### config.mk
export PLATFORM = sky130hd
export DESIGN_NAME = lapic_deadline_timer
export DESIGN_NICKNAME = d
export VERILOG_FILES = /design/src/rtl/lapic_deadline_timer.sv
export SDC_FILE = /design/constraint.sdc
export NUM_CORES = 1
export LEC_CHECK = 0
export BUFFER_PORTS_ARGS = -buffer_cell sky130_fd_sc_hd__buf_2
export CORE_MARGIN = 8
export CORE_UTILIZATION = 61
export CTS_CLUSTER_DIAMETER = 50
export DETAILED_ROUTE_END_ITERATION = 10
export PLACE_DENSITY = 0.92
export SYNTH_ARGS = -nofsm -noshare
export SYNTH_HDL_FRONTEND = slang
export SYNTH_SLANG_ARGS = --single-unit
export TNS_END_PERCENT = 1
### constraint.sdc
create_clock -name clk -period 6.4 [get_ports clk]
set_clock_uncertainty 0.1 [all_clocks]
set_input_delay 1.28 -clock clk [delete_from_list [all_inputs] [get_ports clk]]
set_output_delay 1.28 -clock clk [all_outputs]
set_load 0.05 [all_outputs]
### src/rtl/lapic_deadline_timer.sv
module lapic_deadline_timer #(
  parameter int CNT_W = 32,
  parameter int TS_W  = 64,
  parameter int VEC_W = 8
) (
  input  logic             clk,
  input  logic             rst_n,
  input  logic             reg_wr,
  input  logic [1:0]       reg_addr,
  input  logic [TS_W-1:0]  reg_wdata,
  output logic [TS_W-1:0]  reg_rdata,
  input  logic [TS_W-1:0]  tsc,
  output logic             irq_valid,
  output logic [VEC_W-1:0] irq_vector
);
  localparam logic [1:0] M_ONE = 2'b00, M_PER = 2'b01, M_DL = 2'b10;
  localparam logic [1:0] A_CTRL = 2'd0, A_INIT = 2'd1, A_CUR = 2'd2, A_DL = 2'd3;
  localparam int MASK_BIT = 16;
  localparam int MODE_LO  = 17;

  logic [VEC_W-1:0] vec;
  logic             mask;
  logic [1:0]       mode;
  logic [CNT_W-1:0] init_cnt, cur_cnt;
  logic [TS_W-1:0]  dl;

  wire [1:0] new_mode = reg_wdata[MODE_LO+1:MODE_LO];
  wire cnt_mode = (mode == M_ONE) || (mode == M_PER);
  wire dl_mode  = (mode == M_DL);
  wire wr_ctrl  = reg_wr && reg_addr == A_CTRL;
  wire wr_init  = reg_wr && reg_addr == A_INIT && cnt_mode;
  wire wr_dl    = reg_wr && reg_addr == A_DL && dl_mode;
  wire mode_chg = wr_ctrl && new_mode != mode;
  wire cnt_exp  = cnt_mode && cur_cnt == CNT_W'(1);
  wire dl_hit   = dl_mode && dl != '0 && tsc >= dl;
  wire dl_now   = wr_dl && reg_wdata != '0 && reg_wdata <= tsc;
  wire fire     = !mode_chg && ((cnt_exp && !wr_init) || (dl_hit && !wr_dl) || dl_now);

  always_ff @(posedge clk) begin
    if (!rst_n) begin
      vec <= '0; mask <= 1'b0; mode <= M_ONE;
      init_cnt <= '0; cur_cnt <= '0; dl <= '0;
      irq_valid <= 1'b0; irq_vector <= '0;
    end else begin
      if (wr_ctrl) begin
        vec  <= reg_wdata[VEC_W-1:0];
        mask <= reg_wdata[MASK_BIT];
        mode <= new_mode;
      end
      if (mode_chg)     init_cnt <= '0;
      else if (wr_init) init_cnt <= reg_wdata[CNT_W-1:0];

      if (mode_chg)                     cur_cnt <= '0;
      else if (wr_init)                 cur_cnt <= reg_wdata[CNT_W-1:0];
      else if (cnt_exp)                 cur_cnt <= (mode == M_PER) ? init_cnt : '0;
      else if (cnt_mode && cur_cnt != 0) cur_cnt <= cur_cnt - 1'b1;

      if (mode_chg)    dl <= '0;
      else if (wr_dl)  dl <= (reg_wdata > tsc) ? reg_wdata : '0;
      else if (dl_hit) dl <= '0;

      irq_valid  <= fire && !mask;
      irq_vector <= vec;
    end
  end

  always_comb begin
    reg_rdata = '0;
    case (reg_addr)
      A_CTRL: begin
        reg_rdata[VEC_W-1:0] = vec;
        reg_rdata[MASK_BIT] = mask;
        reg_rdata[MODE_LO+1:MODE_LO] = mode;
      end
      A_INIT:  reg_rdata[CNT_W-1:0] = cnt_mode ? init_cnt : '0;
      A_CUR:   reg_rdata[CNT_W-1:0] = cnt_mode ? cur_cnt : '0;
      default: reg_rdata = dl_mode ? dl : '0;
    endcase
  end


  dl_idle_chk: assert property (@(posedge clk) disable iff (!rst_n)
    (mode != M_DL) |-> (dl == '0));

  cnt_idle_chk: assert property (@(posedge clk) disable iff (!rst_n)
    (mode == M_DL) |-> (init_cnt == '0 && cur_cnt == '0));

  mask_quiet_chk: assert property (@(posedge clk) disable iff (!rst_n)
    irq_valid |-> !$past(mask));

  dl_selfclear_chk: assert property (@(posedge clk) disable iff (!rst_n)
    (dl_mode && $past(dl_mode) && !$past(reg_wr) && $past(dl) != '0 && $past(tsc) >= $past(dl))
      |-> (dl == '0));

  oneshot_down_chk: assert property (@(posedge clk) disable iff (!rst_n)
    (mode == M_ONE && $past(mode) == M_ONE && !$past(reg_wr)) |-> (cur_cnt <= $past(cur_cnt)));
endmodule

# Yosys cells after proc, flatten, opt, wreduce, memory -nomap -nowiden
# Cells that the tools add are included.
dict set report totals {
  ff_bits 148
  output_inout_bits 73
  word_cells 67
}
dict set report op_classes {
  n_addsub 1
  order_cmp 3
  eq_ne 7
  n_mux 15
  bitwise 1
  n_reduce_logical 32
}
# operator n
set op_table {}
lappend op_table {{$mux W64} 4}
lappend op_table {{$mux W32} 7}
lappend op_table {{$reduce_bool A64 Y1} 2}
lappend op_table {{$ge A64 B64 Y1} 1}
lappend op_table {{$gt A64 B64 Y1} 1}
lappend op_table {{$le A64 B64 Y1} 1}
lappend op_table {{$pmux W8 S3} 2}
lappend op_table {{$pmux W13 S3} 1}
lappend op_table {{$eq A32 B1 Y1 const B} 1}
lappend op_table {{$reduce_bool A32 Y1} 1}
lappend op_table {{$sub A32 B1 Y32 const B} 1}
lappend op_table {{$logic_and A1 B1 Y1} 16}
lappend op_table {{$pmux W3 S3} 1}
lappend op_table {{$eq A2 B2 Y1 const B} 3}
lappend op_table {{$eq A2 B1 Y1 const B} 2}
lappend op_table {{$logic_not A1 Y1} 4}
lappend op_table {{$logic_not A2 Y1} 2}
lappend op_table {{$logic_or A1 B1 Y1} 3}
lappend op_table {{$reduce_bool A3 Y1} 1}
lappend op_table {{$reduce_or A3 Y1} 1}
lappend op_table {{$ne A2 B2 Y1} 1}
lappend op_table {{$reduce_bool A2 Y1} 1}
lappend op_table {{$reduce_or A2 Y1} 1}
lappend op_table {{$not A1 Y1} 1}

# Logic depth before layout (Yosys ltp)
dict set report logic_depth {
  depth_word 9
  mapped_depth 12
  depth_no_buf 10
}

# Least setup slack after synthesis
# No wires, ideal clock.
dict set report synth_path {
  path_kind {input port to output port}
  from {in reg_addr[1]}
  to {out reg_rdata[0]}
  t_arrival_ns 3.064
  setup_slack_ns 1.956
  cell_stages 5
  n_path_buf 2
  path_cell_list {nor2b_1 -> clkbuf_1 -> clkbuf_1 -> a22oi_1 -> o21ai_0}
}
dict set report synth_via {
  elab_chain_cells 2
  word_cells_on_any_way 4
  classes_between {eq/ne: 2; mux: 1; reduce/logical: 1}
}
# element line
set synth_lines {}
lappend synth_lines {{start, declared} 9} ;# input logic [1:0] reg_addr,
lappend synth_lines {{$eq A2 B2 Y1, or another cell as far along} 69} ;# case (reg_addr)
lappend synth_lines {{$pmux W8 S3 *} 69}
lappend synth_lines {{end, declared} 11} ;# output logic [TS_W-1:0] reg_rdata,
# Mark *: on every way between the ends. The rest lies on a longest branch, timed or not.

# Worst setup path after layout
dict set report layout_path {
  from {in reg_wdata[59]}
  to {reg dl[56]}
}
dict set report layout_via {
  elab_chain_cells 3
}
# element line
set layout_lines {}
lappend layout_lines {{start, declared} 10} ;# input logic [TS_W-1:0] reg_wdata,
lappend layout_lines {{$gt A64 B64 Y1} 59} ;# else if (wr_dl) dl <= (reg_wdata > tsc) ? reg_wdata : '0;
lappend layout_lines {{$mux W64 (2 in a row)} 59}
lappend layout_lines {{end signal, assigned} 59}
lappend layout_lines {{end, declared} 25} ;# logic [TS_W-1:0] dl;
# Every way passes these cells.
# A chain may end at the register's enable or synchronous reset.

==> impl_metrics.py <==
metrics = {
    "critical_path": {
        "required_ps": 6670,
        "slowest_delay_ps": 870,
        "crit_start": "reg_wdata[59]",
        "critPathArrivalTime_ps": 4910,
        "worst-path-stages": 11,
        "path_class": "primary input to register",
        "crit_path_max_fanout": 37,
        "cp_top_family": "simple AND/OR/NAND/NOR gates",
        "reg2reg_slack_ps": 2260,
        "crit_end": "dl[56]$_SDFFE_PP0P_",
        "critical_path_buf_inv_count": 2,
        "cp-end-kind": "register",
        "slowest_stage": "nor3_4",
        "cp-start-kind": "primary input",
        "r2r-start": "mode[0]$_SDFFE_PN0P_",
        "r2r_cells": 6,
        "crit_chain": "buf_2 > ha_1 > nand4_1 > or4_1 > nor3_1 > nand2_1 > o211ai_1 > o21ai_0 > nor3_4 > buf_4 > a22o_1",
        "r2r-end": "dl[56]$_SDFFE_PP0P_",
    },
    "yosys": {
        "ys_async_sr_fraction_pct": 0,
        "synth_compound_area_share_pct": 26.1,
        "yosys.area_share.simple_pct": 21.1,
        "synthesis.area_mm2": 0.0103,
        "yosysTopAreaCell": "dfxtp_1",
        "synth_edf_count": 0,
        "synth_ff_type": "dfxtp_1",
        "synthCells": 1315,
        "synth.area.mux_share_pct": 0.0973,
        "synth-xor-area-share_pct": 0.255,
        "yosys-top-cells-count": "nand2_1, dfxtp_1, inv_1, ha_1, a21oi_1",
        "synthDistinctLibCells": 60,
        "syn_area_per_cell_um2": 7.83,
        "synthAdderAreaFrac_pct": 15.8,
        "synth_seq_area_share_pct": 28.8,
        "synthesis.nets": 1578,
        "yosysTopAreaCellShare_pct": 28.8,
        "yosysMostFrequentCell": "nand2_1",
        "ys_seq_elements": 148,
        "ys_warn_count": 0,
        "synth_top_family_by_area": "compound AO/OA/AOI/OAI gates",
        "ys_top_cells_by_area": "dfxtp_1, ha_1, nand2_1, a22o_1, a21oi_1",
    },
    "timing": {
        "fmax_ghz": 0.215,
        "finalSetupViolCount": 0,
        "relSlewSlack_pct": 17.9,
        "tightest_slew_ps": 1230,
        "final_max_slew_viol_count": 0,
        "tns_ps": 0,
        "final_min_period_over_clock_period_pct": 72.6,
        "period_needed_ps": 4640,
        "final_hold_viol_count": 0,
        "rsz0062_at_grt": "false",
    },
    "power_and_ir_drop": {
        "vdd_drop_max_mv": 0.210,
        "cellLeakagePower_nw": 5.27,
        "p_per_area_mw_per_mm2": 283,
        "power_mw": 3.39,
    },
    "drt": {
        "num_vias": 11400,
        "wl_per_cell_um": 21.2,
        "routed_via_density": 6.64,
        "wirelength_um": 36400,
        "firstDrtPassIters": 6,
        "drt_iter0_drc": 1406,
        "drc_errors": 0,
        "antenna_left": 0,
    },
    "placed_design": {
        "post-dp-hpwl_um": 27100,
        "io_buffers": 205,
        "gp_congestion": 0.983,
    },
    "clock_network": {
        "cts_tree": "done",
        "cts-resized-gates": 0,
        "insertion_delay_ps": 440,
        "numCtsBuffers": 17,
        "hold_buffers": 0,
        "clock_tree.buffer_depth": 2,
        "cts_setup_buffers": 0,
        "clock-root-buffer": "clkbuf_16",
        "clk_pin_slew_ps": 60,
        "htreeDepth": 4,
        "clock_sinks": 148,
    },
    "min_path": {
        "hold_path.class": "register to register",
    },
    "flow_run": {
        "drv_cap": 0,
    },
    "floorplan": {
        "die_h_um": 146,
        "die_w_um": 146,
        "io_pins": 206,
        "rows": 47,
        "start_util_pct": 62.3,
        "core_mm2": 0.0165,
        "dieArea_mm2": 0.0213,
    },
    "cells_and_area": {
        "area_growth_pct": 16.6,
        "final_layout_size_suffix_gt1_share_pct": 18.2,
        "fin_nets": 1742,
    },
    "global_route": {
        "gr-total-overflow": 0,
        "antenna_found_initial": 2,
        "grt_use_total_pct": 32.8,
        "grt_pass1_vias": 11100,
        "grt_pass1_wl_um": 56900,
        "grt_max_degree": 66,
    },
    "status": {
        "status": "finished, final reports clean",
    },
}
## logic make-up after synthesis
group                      after synthesis
AOI/OAI and AO/OA                      399
xor gates and xnor gates                 3
DFF                                    148
muxes                                    1
adders and majority gates              130
and+or+nand+nor                        426
buffers and inverters                  208
## state kept, by name, indices dropped and copies added (netlist names)
register,count
vec,8
irq_vector,8
init_cnt,32
cur_cnt,32
irq_valid,1
dl,64
mask,1
mode,2
## per-layer routing
metal  vias to the layer above  wire length (µm)  global-route usage, %
met5                         -                10                      0
met4                         2              1890                   17.3
met3                       180              4380                   9.14
met2                       803             16800                   54.4
met1                      5267             13300                   37.7
li1                       5147                 -                      -
## cells in the final DEF (no fill, tap or decap), drive strengths merged, types with 6 or more instances in the layout
master	synthesis	routed
buf	11	215
nand2	167	167
dfxtp	148	148
inv	138	142
ha	130	130
a21oi	108	108
o21ai	71	71
a22o	64	64
nor4	46	46
a22oi	44	44
and2	44	44
nand4	39	39
nor2	37	37
nor3	29	29
nand3	26	26
a31oi	20	20
clkbuf	59	20
a21boi	19	19
a221oi	13	13
a221o	12	12
a211oi	10	10
o211ai	10	10
a21o	9	9
or3	7	7
or4	6	6
## power by group
part / switching (mW) / internal [mW] / leakage (nW) / total, mW
registers: 0.149 / 1.02 / 1.20 / 1.16
clock network: 0.427 / 0.572 / 0.278 / 0.999
logic: 0.781 / 0.449 / 3.79 / 1.23
total: 1.36 / 2.04 / 5.27 / 3.39
## layout make-up
cell class | count | area, µm²
multi-input cells | 959 | 6550
fillers | 1245 | 4520
flip-flops and latches | 148 | 2960
repair buffers | 215 | 1100
inverters | 138 | 518
clock buffers | 20 | 467
well taps | 220 | 275
clock inverters | 12 | 120
diodes | 5 | 12.5
## metrics by stage
step           utilization (%)  hold slack, ps  instances  setup slack (ps)  instance area (µm²)
2_1_floorplan                -             343       1315              1960                10300
3_3_place_gp              69.0             354       1680              1540                11400
3_5_place_dp              69.0             364       1680              1450                11400
4_1_cts                   72.6             372       1712              1870                12000
5_1_grt                   72.6             392       1713              1490                12000
6_report                  72.6             372       1717              1760                12000
## worst min-delay path by stage
| stage | from | endpoint | cells after the start |
|---|---|---|---|
| detailed placement | init_cnt[19]$_SDFFE_PP0P_ | init_cnt[19]$_SDFFE_PP0P_ | 2 |
| global placement | init_cnt[15]$_SDFFE_PP0P_ | init_cnt[15]$_SDFFE_PP0P_ | 2 |
| finish | init_cnt[5]$_SDFFE_PP0P_ | init_cnt[5]$_SDFFE_PP0P_ | 2 |
| global route | init_cnt[19]$_SDFFE_PP0P_ | init_cnt[19]$_SDFFE_PP0P_ | 2 |
| floorplan | cur_cnt[11]$_SDFFE_PP0P_ | cur_cnt[11]$_SDFFE_PP0P_ | 2 |
| CTS | init_cnt[14]$_SDFFE_PP0P_ | init_cnt[14]$_SDFFE_PP0P_ | 2 |
## worst min-delay path: stages (launching register included)
cell and delay (ps):
dfxtp_1 320, nand2_1 50, a21oi_1 50
No activity file was read; power rests on OpenSTA's default activity.
